===== config.mk =====
export PLATFORM = sky130hd
export DESIGN_NAME = tmr8_pscl
export DESIGN_NICKNAME = d
export VERILOG_FILES = /design/src/rtl/tmr_pkg.sv /design/src/rtl/tmr_edge_sync.sv /design/src/rtl/tmr_prescaler.sv /design/src/rtl/tmr_counter.sv /design/src/rtl/tmr8_pscl.sv
export SDC_FILE = /design/constraint.sdc
export NUM_CORES = 1
export LEC_CHECK = 0
export BUFFER_PORTS_ARGS = -buffer_cell sky130_fd_sc_hd__buf_2
export CAP_MARGIN = 10
export CORE_MARGIN = 2
export CORE_UTILIZATION = 46
export DETAILED_ROUTE_END_ITERATION = 12
export PLACE_DENSITY = 0.76
export SLEW_MARGIN = 20
export SYNTH_ARGS = -nofsm -noshare
export SYNTH_HDL_FRONTEND = slang
export SYNTH_HIERARCHICAL = 1
export SYNTH_SLANG_ARGS = --single-unit

===== constraint.sdc =====
create_clock -name clk -period 2.58 [get_ports clk]
set_input_delay 0.129 -clock clk [delete_from_list [all_inputs] [get_ports clk]]
set_output_delay 0.129 -clock clk [all_outputs]
set_load 0.05 [all_outputs]

===== src/rtl/tmr_pkg.sv =====
package tmr_pkg;

    localparam int CNT_W = 8;
    localparam int PSC_W = 8;
    localparam int SEL_W = 3;
    localparam int CTL_W = SEL_W + 3;

    typedef struct packed {
        logic             src_pin;
        logic             edge_fall;
        logic             psc_wdt;
        logic [SEL_W-1:0] ratio;
    } tmr_ctl_t;

    localparam tmr_ctl_t CTL_RST = '{src_pin: 1'b0, edge_fall: 1'b0,
                                     psc_wdt: 1'b1, ratio: '0};

    // low (ratio+1) bits set: division by 2**(ratio+1)
    function automatic logic [PSC_W-1:0] ratio_mask(input logic [SEL_W-1:0] r);
        logic [PSC_W-1:0] m;
        for (int i = 0; i < PSC_W; i++) begin
            m[i] = (i <= int'(r));
        end
        return m;
    endfunction

endpackage


===== src/rtl/tmr_edge_sync.sv =====
module tmr_edge_sync #(
    parameter int STAGES = 2
) (
    input  logic clk,
    input  logic rst,
    input  logic pin,
    input  logic sel_fall,
    output logic evt
);
    logic [STAGES-1:0] sync_q;
    logic              prev_q;
    logic              cur;

    assign cur = sync_q[STAGES-1];

    always_ff @(posedge clk) begin
        if (rst) begin
            sync_q <= '0;
            prev_q <= 1'b0;
        end else begin
            sync_q <= {sync_q[STAGES-2:0], pin};
            prev_q <= cur;
        end
    end

    assign evt = sel_fall ? (prev_q & ~cur) : (cur & ~prev_q);
endmodule


===== src/rtl/tmr_prescaler.sv =====
module tmr_prescaler import tmr_pkg::*; #(
    parameter int W  = PSC_W,
    parameter int SW = SEL_W
) (
    input  logic          clk,
    input  logic          rst,
    input  logic          clr,
    input  logic          evt_en,
    input  logic [SW-1:0] ratio,
    output logic [W-1:0]  psc_q,
    output logic          tick
);
    logic [W-1:0] psc_next;
    logic [W-1:0] mask;

    assign mask     = W'(ratio_mask(SEL_W'(ratio)));
    assign psc_next = psc_q - 1'b1;
    assign tick     = evt_en && ((psc_next & mask) == '0);

    always_ff @(posedge clk) begin
        if (rst || clr) begin
            psc_q <= '0;
        end else if (evt_en) begin
            psc_q <= psc_next;
        end
    end
endmodule


===== src/rtl/tmr_counter.sv =====
module tmr_counter #(
    parameter int W = 8
) (
    input  logic         clk,
    input  logic         rst,
    input  logic         we,
    input  logic [W-1:0] wdata,
    input  logic         inc,
    input  logic         ovf_clr,
    output logic [W-1:0] cnt_q,
    output logic         ovf_q
);
    logic wrap;

    assign wrap = inc && !we && (cnt_q == {W{1'b1}});

    always_ff @(posedge clk) begin
        if (rst) begin
            cnt_q <= '0;
            ovf_q <= 1'b0;
        end else begin
            if (we) begin
                cnt_q <= wdata;
            end else if (inc) begin
                cnt_q <= cnt_q + 1'b1;
            end
            if (wrap) begin
                ovf_q <= 1'b1;
            end else if (ovf_clr) begin
                ovf_q <= 1'b0;
            end
        end
    end
endmodule


===== src/rtl/tmr8_pscl.sv =====
module tmr8_pscl import tmr_pkg::*; #(
    parameter int CW   = CNT_W,
    parameter int PW   = PSC_W,
    parameter int SYNC = 2
) (
    input  logic             clk,
    input  logic             rst,
    input  logic             cyc_tick,
    input  logic             tmr_pin,
    input  logic             ctl_we,
    input  logic [CTL_W-1:0] ctl_wdata,
    input  logic             cnt_we,
    input  logic [CW-1:0]    cnt_wdata,
    input  logic             ovf_clr,
    output logic [CW-1:0]    cnt_rdata,
    output logic [PW-1:0]    psc_rdata,
    output logic             ovf_irq
);
    tmr_ctl_t ctl_q;
    logic     pin_evt;
    logic     src_evt;
    logic     psc_bypass;
    logic     psc_tick;
    logic     cnt_inc;

    always_ff @(posedge clk) begin
        if (rst) begin
            ctl_q <= CTL_RST;
        end else if (ctl_we) begin
            ctl_q <= tmr_ctl_t'(ctl_wdata);
        end
    end

    assign psc_bypass = ctl_q.psc_wdt;

    tmr_edge_sync #(.STAGES(SYNC)) u_sync (
        .clk      (clk),
        .rst      (rst),
        .pin      (tmr_pin),
        .sel_fall (ctl_q.edge_fall),
        .evt      (pin_evt)
    );

    assign src_evt = ctl_q.src_pin ? pin_evt : cyc_tick;

    tmr_prescaler #(.W(PW), .SW(SEL_W)) u_psc (
        .clk    (clk),
        .rst    (rst),
        .clr    (cnt_we),
        .evt_en (src_evt && !psc_bypass),
        .ratio  (ctl_q.ratio),
        .psc_q  (psc_rdata),
        .tick   (psc_tick)
    );

    assign cnt_inc = psc_bypass ? src_evt : psc_tick;

    tmr_counter #(.W(CW)) u_cnt (
        .clk     (clk),
        .rst     (rst),
        .we      (cnt_we),
        .wdata   (cnt_wdata),
        .inc     (cnt_inc),
        .ovf_clr (ovf_clr),
        .cnt_q   (cnt_rdata),
        .ovf_q   (ovf_irq)
    );
endmodule


# After elaboration in Yosys (flattened, before gate mapping)
# Cells that the tools add are included.
# Widths: inputs -> output; s select.
[op_classes]
add_sub_neg = 2
magnitude_cmp = 7
eq_ne = 1
muxes = 7
bitwise_logic = 5
reduce_logical = 10
[ops]
columns = ["op", "count"]
rows = [
  ["$mux 8", 2],
  ["$le 3x3->1 const A", 4],
  ["$add 8x1->8 const B", 1],
  ["$and 8x8->8", 1],
  ["$eq 8x8->1 const B", 1],
  ["$logic_not 8->1", 1],
  ["$sub 8x1->8 const B", 1],
  ["$le 2x3->1 const A", 2],
  ["$mux 1", 5],
  ["$logic_and 1x1->1", 4],
  ["$reduce_bool 2->1", 2],
  ["$le 1x3->1 const A", 1],
  ["$and 1x1->1", 2],
  ["$logic_not 1->1", 2],
  ["$not 1->1", 2],
  ["$logic_or 1x1->1", 1],
]
[totals]
regBits = 26
output_inout_bits = 17

# Longest topological paths before layout
# Gate-level depths: netlist of run 1.
[depth]
word_depth = 10
ltp_mapped = 13

# Hierarchy
# Netlist of run 1, hierarchy kept.
[modules_own_cells]
columns = ["mod", "n_inst", "cells_per_inst", "area_per_inst_um2", "seq_area_each_um2"]
rows = [
  ["tmr_prescaler", 1, 64, 530.5, 160.2],
  ["tmr_counter", 1, 55, 489.2, 180.2],
  ["tmr8_pscl", 1, 23, 240.2, 120.1],
  ["tmr_edge_sync", 1, 9, 101.3, 60.1],
]

# Worst setup path after synthesis of run 1
# No wires, ideal clock.
[synth_timing]
path_type = "register to register"
start = "reg u_psc.psc_q[0]"
end = "reg u_cnt.ovf_q"
setup_ns = 0.070
t_arrival_ns = 2.914
required_ns = 2.510
slack_ns = -0.404
stages_incl_launch_ff = 13
path_buffers = 1
cell_sequence = "dfxtp_1 > inv_1 > ha_1 > nor3b_1 > xnor2_1 > a41oi_2 > a2111oi_2 > nor2_1 > a21oi_1 > buf_4 > nand2_1 > or4_1 > a21oi_1"
[synth_via]
elab_chain_len = 8
elab_cells_between_ends = 9
cone_classes = "add/sub (1); mux (2); bitwise (1); reduce/logical (5)"
[synth_rtl]
columns = ["item", "line", "source"]
rows = [
  ["start, declared", "tmr_prescaler.sv:10", "output logic [W-1:0] psc_q,"],
  ["start signal, assigned", "tmr_prescaler.sv:24", "psc_q <= psc_next;"],
  ["$sub 8x1->8 (*)", "tmr_prescaler.sv:17", "assign psc_next = psc_q - 1'b1;"],
  ["via u_psc.psc_next[0]", "tmr_prescaler.sv:13", "logic [W-1:0] psc_next;"],
  ["$and 8x8->8 (*)", "tmr_prescaler.sv:18", "assign tick = evt_en && ((psc_next & mask) == '0);"],
  ["$logic_not 8->1 (*)", "tmr_prescaler.sv:18", ""],
  ["$logic_and 1x1->1 (*)", "tmr_prescaler.sv:18", ""],
  ["via psc_tick", "tmr8_pscl.sv:23", "logic psc_tick;"],
  ["$mux 1 (*)", "tmr8_pscl.sv:56", "assign cnt_inc = psc_bypass ? src_evt : psc_tick;"],
  ["via cnt_inc", "tmr8_pscl.sv:24", "logic cnt_inc;"],
  ["$logic_and 1x1->1 (*) (2 in a row)", "tmr_counter.sv:15", "assign wrap = inc && !we && (cnt_q == {W{1'b1}});"],
  ["$mux 1 / $reduce_bool 2->1 (equally long branches)", "--", ""],
  ["end signal, assigned", "tmr_counter.sv:20", "ovf_q <= 1'b0;"],
  ["end signal, assigned", "tmr_counter.sv:28", "ovf_q <= 1'b1;"],
  ["end signal, assigned", "tmr_counter.sv:30", "ovf_q <= 1'b0;"],
  ["end, declared", "tmr_counter.sv:11", "output logic ovf_q"],
]
# The timed path passes the listed nets; every way through them passes the cells marked *.
# A chain may end at the register's enable or synchronous reset.

# Final worst setup path of run 1
[layout_timing]
start = "reg u_psc.psc_q[1]"
end = "reg u_cnt.cnt_q[5]"
[layout_via]
elab_chain_len = 6
[layout_rtl]
columns = ["item", "line", "source"]
rows = [
  ["$sub 8x1->8", "tmr_prescaler.sv:17", ""],
  ["$and 8x8->8", "tmr_prescaler.sv:18", ""],
  ["$logic_not 8->1", "tmr_prescaler.sv:18", ""],
  ["$logic_and 1x1->1", "tmr_prescaler.sv:18", ""],
  ["via psc_tick", "tmr8_pscl.sv:23", ""],
  ["$mux 1", "tmr8_pscl.sv:56", ""],
  ["via cnt_inc", "tmr8_pscl.sv:24", ""],
  ["$reduce_bool 2->1 (no line)", "--", ""],
  ["end signal, assigned", "tmr_counter.sv:23", "cnt_q <= wdata;"],
  ["end signal, assigned", "tmr_counter.sv:25", "cnt_q <= cnt_q + 1'b1;"],
  ["end, declared", "tmr_counter.sv:10", "output logic [W-1:0] cnt_q,"],
]
# The timed path passes the listed nets, and every way through them passes these cells.

==> key figures, run 1 <==
Power
  • P_leak: 0.0007706 uW
  • Clock share of power: 27.3%
  • Pwr dens: 499.9 nW/um2
  • Seq pwr share: 49.8%
  • VDD IR max: 414.0 uV
  • Cell-internal power: 623.2 uW
  • Switching power: 272.4 uW
  • Comb power frac: 22.9%
  • Switching Fraction: 30.42%

Run status
  • Run status: complete, but fails checks
  • Violated checks: hold timing, setup timing

Floorplanning
  • IO Pins: 38
  • FP Rows: 19
  • Die ar.: 3411 um2
  • Die Ht: 58.40 um
  • Effective utilization at floorplan: 48.94%
  • DIE WIDTH: 58.40 um
  • Core region area: 2781 um2

Drt
  • DRC: 0
  • Mean routed wirelength per cell: 13.55 um
  • Vias per inst: 5.428
  • Final wirelength: 3.104 mm
  • Drt first pass iters: 4
  • Routed Antenna Nets: 0
  • Total number of vias: 1243
  • 1st-iter DRT viols: 31

Critical path
  • Slowest CP cell: dfxtp_4
  • Worst setup SP type: register
  • Worst R2R Start: u_psc/psc_q[1]
  • Crit path cell chain: buf_6, o21a_1, o41ai_2, a22oi_2, a2111oi_4, nor2_1, a21oi_2, nand3_1, or3_4, a311oi_2
  • Max FO, Critical Path: 4
  • R2R Setup Slk: -0.03 ns
  • CP Data Required Time: 2.83 ns
  • Critical Path Sink Type: register
  • Critical Path Source: u_psc/psc_q[1]
  • Crit Path Class: reg -> reg
  • Delay of the slowest cell on the worst path: 0.38 ns
  • Crit path DAT: 2.86 ns

Clocking
  • CTS tree: built
  • Clk slew on worst S/H paths: 0.14 ns
  • TritonCTS Buffers: 3
  • Longest Clk Path Bufs: 2
  • # clock sinks: 26
  • Clock Latency Late Sink: 0.33 ns
  • Clk root buf: clkbuf_4
  • H-tree depth: 1

Timing
  • Crit path time final: 2.609 ns
  • WHS: -0.0006549 ns
  • Tcrit/Tclk final: 101.1%
  • RSZ-0062 raised after global routing: true
  • # setup viols final: 1
  • Fin Clk Skew: 0.003930 ns
  • Fmax: 383.3 MHz
  • Worst-Margin Slew: 0.3934 ns
  • Relative slew slack: 73.53%
  • Max-slew violations: 0
  • Final worst-path setup slack: -0.02866 ns
  • Endpoints failing hold: 1

Cells and area
  • Most frequent cells in the layout: buf_2, nor2_1, dfxtp_1
  • Most common cell after layout, fill and taps aside: buf_2
  • Layout cells sized above 1: 40.91%
  • Fillers: 227
  • Multi-input logic area: 862.1 um2
  • Core Util, Final: 64.42%
  • Ant diodes: 0
  • Nets: 222
  • FF+latch area: 530.5 um2
  • Layout area overhead: 31.62%

Flow run
  • Max Cap Violations: 0

Place
  • PortBufs: 37
  • DP Worst Slack: -0.06901 ns
  • Post-DP HPWL: 2.158 mm
  • GP Congestion: 0.8465

Min path
  • HP Class: in -> reg
  • Hold path start: tmr_pin

Synth
  • Post-Syn Area per Cell: 9.015 um2
  • Seq cells post-synth: 26
  • Async set-reset flop share out of synthesis: 0%
  • Warnings from Yosys: 6
  • Number of synthesized flops with an enable pin: 0
  • Post-synthesis cell type count: 46
  • Sequential area share after synthesis: 38.24%
  • Synth Flop Type: dfxtp_1
  • Mapped Cells: 151
  • Syn_nets: 174
  • Mapped cell area: 1361 um2

GRT
  • Vias in the first global route: 1111
  • GRT Util Overall: 17.40%
  • Total grt overflow: 0
  • Largest net degree at the start of global routing: 21
  • Initial antenna violation count: 0
  • First-pass GRT wire length: 4.712 mm
flip-flops by register name, summed over array words and instances, names as in the netlist:
signal,count
u_cnt/cnt_q,8
psc_bypass,1
u_cnt/ovf_q,1
u_sync/sync_q,2
ctl_q,5
u_sync/prev_q,1
u_psc/psc_q,8
layout make-up:
type | count | share of cell area, %
Tap cell | 31 | 2.165
Multi-Input combinational cell | 112 | 48.11
Inverter | 5 | 1.047
Timing Repair Buffer | 51 | 16.41
Clock buffer | 4 | 2.654
Sequential cell | 26 | 29.61
cell usage after synthesis (all sizes together) (2+ instances only):
library cell / instances / area, um2
dfxtp: 26 / 520.5
nor2: 23 / 86.33
xor2: 9 / 78.83
mux2i: 8 / 80.08
nand2: 8 / 30.03
buf: 7 / 51.30
nand3: 5 / 25.02
nor2b: 5 / 33.78
xnor2: 5 / 43.79
a211oi: 4 / 30.03
inv: 4 / 15.01
nand2b: 4 / 25.02
a21oi: 3 / 15.01
nand4: 3 / 25.02
nor3: 3 / 26.28
nor3b: 3 / 22.52
o21ai: 3 / 15.01
a311oi: 2 / 17.52
ha: 2 / 25.02
o22ai: 2 / 18.77
or2: 2 / 12.51
or3: 2 / 12.51
timing repair:
item	CTS	global route
setup buffers	0	7
pin swaps	0	15
endpoints found under the setup margin	7	7
hold buffers	0	0
resized for setup	1	15
metrics by stage:
step | hold slack (ns) | instances | TNS [ns] | instance area, um2 | power (uW)
2_1_floorplan | 0.2006 | 151 | 0 | 1381 | 587.4
3_5_place_dp | 0.3491 | 218 | -0.1143 | 1603 | 636.1
5_1_grt | -0.008749 | 229 | -0.9416 | 1792 | 941.4
6_report | -0.0006549 | 229 | -0.02866 | 1792 | 895.6
3_3_place_gp | 0.3440 | 218 | 0 | 1603 | 630.1
4_1_cts | 0.005121 | 222 | 0 | 1654 | 875.1
final timing paths:
kind / to / cells past startpoint
worst max-delay path: u_cnt/cnt_q[5] / 10
worst min-delay path: u_sync/sync_q[0] / 2
worst max register to register: u_cnt/cnt_q[5] / 10
worst min register to register: u_sync/sync_q[1] / 1
critical path, delay by kind of cell (launching register included):
| family | cells | cell delay [ns] |
|---|---|---|
| AND/OR/NAND/NOR | 3 | 0.63 |
| flip-flops | 1 | 0.38 |
| AO/OA/AOI/OAI | 6 | 1.41 |
| buffers and inverters | 1 | 0.11 |
metal layers:
layer,wire length (um),global-route usage [%],vias to the layer above
met5,0,0,-
met4,57,3.987,0
met3,125,2.418,7
met2,1530,30.66,32
met1,1390,22.44,577
li1,-,-,627
power by group through the flow:
stage,clock (uW),combinational [uW],sequential [uW]
finish,244,205,446
global route,272,220,450
CTS,246,183,446
detailed placement,0,182,454
global placement,0,178,453
floorplan,0,93.0,494
cell families (layout without fill, tap and decap cells):
family	after synthesis	after routing	synth area share, %
buffers and inverters	13	60	5.422
flip-flops	26	26	38.24
XOR/XNOR	14	14	9.008
AND/OR/NAND/NOR	63	63	24.63
multiplexers	9	9	6.710
AO/OA/AOI/OAI	24	24	14.16
adder cells (fa/ha/maj)	2	2	1.838
Power figures use the tool's default switching activity.
==> inputs of run 2 (changes only) <==
Settings changed: MAX_ROUTING_LAYER from default to met4.
==> run 2 against run 1 <==
The flow still finishes with violations (hold timing, setup timing). Fmax stayed put. Core utilization stayed put. Sequential share of layout area unchanged. Clock skew about the same. Highest routed layer unchanged. Sequential cell count did not move. First-iteration DRC count stayed put.
==> key figures, run 2 (synthesis gave the netlist of run 1 again) <==
GRT
  • Largest net degree at the start of global routing: 21 (unchanged)
  • Total grt overflow: 0 (unchanged)
  • Vias in the first global route: 1110 (was 1111)
  • First-pass GRT wire length: 4.712 mm (unchanged)
  • GRT Util Overall: 17.91% (was 17.40%)
  • Initial antenna violation count: 0 (unchanged)

Floorplanning
  • DIE WIDTH: 58.40 um (unchanged)
  • FP Rows: 19 (unchanged)
  • Core region area: 2781 um2 (unchanged)
  • Die ar.: 3411 um2 (unchanged)
  • Effective utilization at floorplan: 48.94% (unchanged)
  • IO Pins: 38 (unchanged)
  • Die Ht: 58.40 um (unchanged)

Timing
  • # setup viols final: 1 (unchanged)
  • Endpoints failing hold: 1 (unchanged)
  • Worst-Margin Slew: 0.3934 ns (unchanged)
  • RSZ-0062 raised after global routing: true (unchanged)
  • WHS: -0.0006549 ns (about the same)
  • Fmax: 383.3 MHz (unchanged)
  • Max-slew violations: 0 (unchanged)
  • Fin Clk Skew: 0.003930 ns (about the same)
  • Final worst-path setup slack: -0.02866 ns (about the same)
  • Relative slew slack: 73.53% (unchanged)
  • Tcrit/Tclk final: 101.1% (about the same)
  • Crit path time final: 2.609 ns (about the same)

Power
  • Cell-internal power: 623.2 uW (about the same)
  • Seq pwr share: 49.8% (about the same)
  • Clock share of power: 27.3% (about the same)
  • Comb power frac: 22.9% (about the same)
  • VDD IR max: 414.0 uV (about the same)
  • Switching Fraction: 30.42% (about the same)
  • Switching power: 272.5 uW (was 272.4 uW)
  • P_leak: 0.0007706 uW (unchanged)
  • Pwr dens: 499.9 nW/um2 (about the same)

Critical path
  • Crit path buf inv count: 1 (unchanged)
  • Crit path cell chain: buf_6, o21a_1, o41ai_2, a22oi_2, a2111oi_4, nor2_1, a21oi_2, nand3_1, or3_4, a311oi_2 (unchanged)
  • Worst setup SP type: register (unchanged)
  • Critical Path Sink Type: register (unchanged)
  • CP delay by family, top: compound AO/OA/AOI/OAI gates (unchanged)
  • Slowest CP cell: dfxtp_4 (unchanged)
  • Delay of the slowest cell on the worst path: 0.38 ns (about the same)
  • Crit path DAT: 2.86 ns (about the same)
  • Crit Path Class: reg -> reg (unchanged)
  • CP Data Required Time: 2.83 ns (about the same)
  • Max FO, Critical Path: 4 (unchanged)

Drt
  • Total number of vias: 1244 (was 1243)
  • Vias per inst: 5.432 (was 5.428)
  • Drt first pass iters: 4 (unchanged)
  • DRC: 0 (unchanged)
  • 1st-iter DRT viols: 31 (unchanged)
  • Final wirelength: 3.106 mm (was 3.104 mm)
  • Routed Antenna Nets: 0 (unchanged)
  • Mean routed wirelength per cell: 13.56 um (was 13.55 um)

Cells and area
  • Top Registers: u_cnt/cnt_q (8), u_psc/psc_q (8), ctl_q (5) (unchanged)
  • Most common cell after layout, fill and taps aside: buf_2 (unchanged)
  • Final cell count without fillers: 229 (unchanged)
  • Core Util, Final: 64.42% (unchanged)
  • Layout area overhead: 31.62% (unchanged)
  • Multi-input logic area: 862.1 um2 (unchanged)
  • FF+latch area: 530.5 um2 (unchanged)
  • Most frequent cells in the layout: buf_2, nor2_1, dfxtp_1 (unchanged)
  • Fillers: 227 (unchanged)
  • Layout cells sized above 1: 40.91% (unchanged)
  • Nets: 222 (unchanged)
  • Ant diodes: 0 (unchanged)

Place
  • DP Worst Slack: -0.06901 ns (unchanged)
  • PortBufs: 37 (unchanged)
  • Post-DP HPWL: 2.158 mm (unchanged)
  • Cells after DPL: 218 (unchanged)
  • GP Congestion: 0.8599 (was 0.8465)

Run status
  • Violated checks: hold timing, setup timing (unchanged)
  • Run status: complete, but fails checks (unchanged)

Clocking
  • # clock sinks: 26 (unchanged)
  • Clock Latency Late Sink: 0.33 ns (about the same)
  • Clk slew on worst S/H paths: 0.14 ns (about the same)
  • Longest Clk Path Bufs: 2 (unchanged)
  • CTS tree: built (unchanged)
  • Clk root buf: clkbuf_4 (unchanged)
  • TritonCTS Buffers: 3 (unchanged)
  • CTS Hold Bufs: 0 (unchanged)
  • H-tree depth: 1 (unchanged)

Flow run
  • Max Cap Violations: 0 (unchanged)

Min path
  • HP Class: in -> reg (unchanged)
[run 2: area by class of cell]
class,instances,share of cell area (%)
multi-input cells,112,48.11
flip-flops and latches,26,29.61
repair buffers,51,16.41
clock buffers,4,2.654
well taps,31,2.165
inverters,5,1.047
[run 2: final timing paths]
check             cells past startpoint                to  slack, ns             start
setup reg to reg                     10    u_cnt/cnt_q[5]      -0.03    u_psc/psc_q[1]
hold reg to reg                       1  u_sync/sync_q[1]       0.46  u_sync/sync_q[0]
hold / removal                        2  u_sync/sync_q[0]    -0.0007           tmr_pin
setup / recovery                     10    u_cnt/cnt_q[5]      -0.03    u_psc/psc_q[1]
[run 2: per-layer routing]
layer	part of all wire [%]	GRT usage, %	up-vias
met2	49	30.66	32
met4	1.8	3.987	0
met1	45	22.71	578
met3	3.6	1.978	7
met5	0	-	-
li1	-	-	627
[run 2: power by group through the flow]
stage / combinational [uW] / clock, uW / sequential [uW]
floorplan: 93.0 / 0 / 494
global placement: 178 / 0 / 453
CTS: 183 / 246 / 446
global route: 220 / 272 / 450
finish: 205 / 244 / 446
detailed placement: 182 / 0 / 454
[run 2: through the flow]
step                      area [um2]  setup TNS, ns  power (uW)
after CTS                       1654              0       875.1
final                           1792       -0.02866       895.6
after global routing            1792        -0.9416       941.4
after global placement          1603              0       630.1
after detailed placement        1603        -0.1143       636.1
after floorplan                 1381              0       587.4
[run 2: worst register-to-register path, stage by stage (launching register included)]
cell	delay (ns)
dfxtp_4	0.38
buf_6	0.11
o21a_1	0.20
o41ai_2	0.37
a22oi_2	0.16
a2111oi_4	0.28
nor2_1	0.09
a21oi_2	0.21
nand3_1	0.17
or3_4	0.37
a311oi_2	0.19
[run 2: what timing repair did]
item                       4_1_cts  5_1_grt
gates resized for setup          1       15
cloned                           0        0
pin swaps                        0       15
setup endpoints to repair        7        7
buffers inserted                 0        7
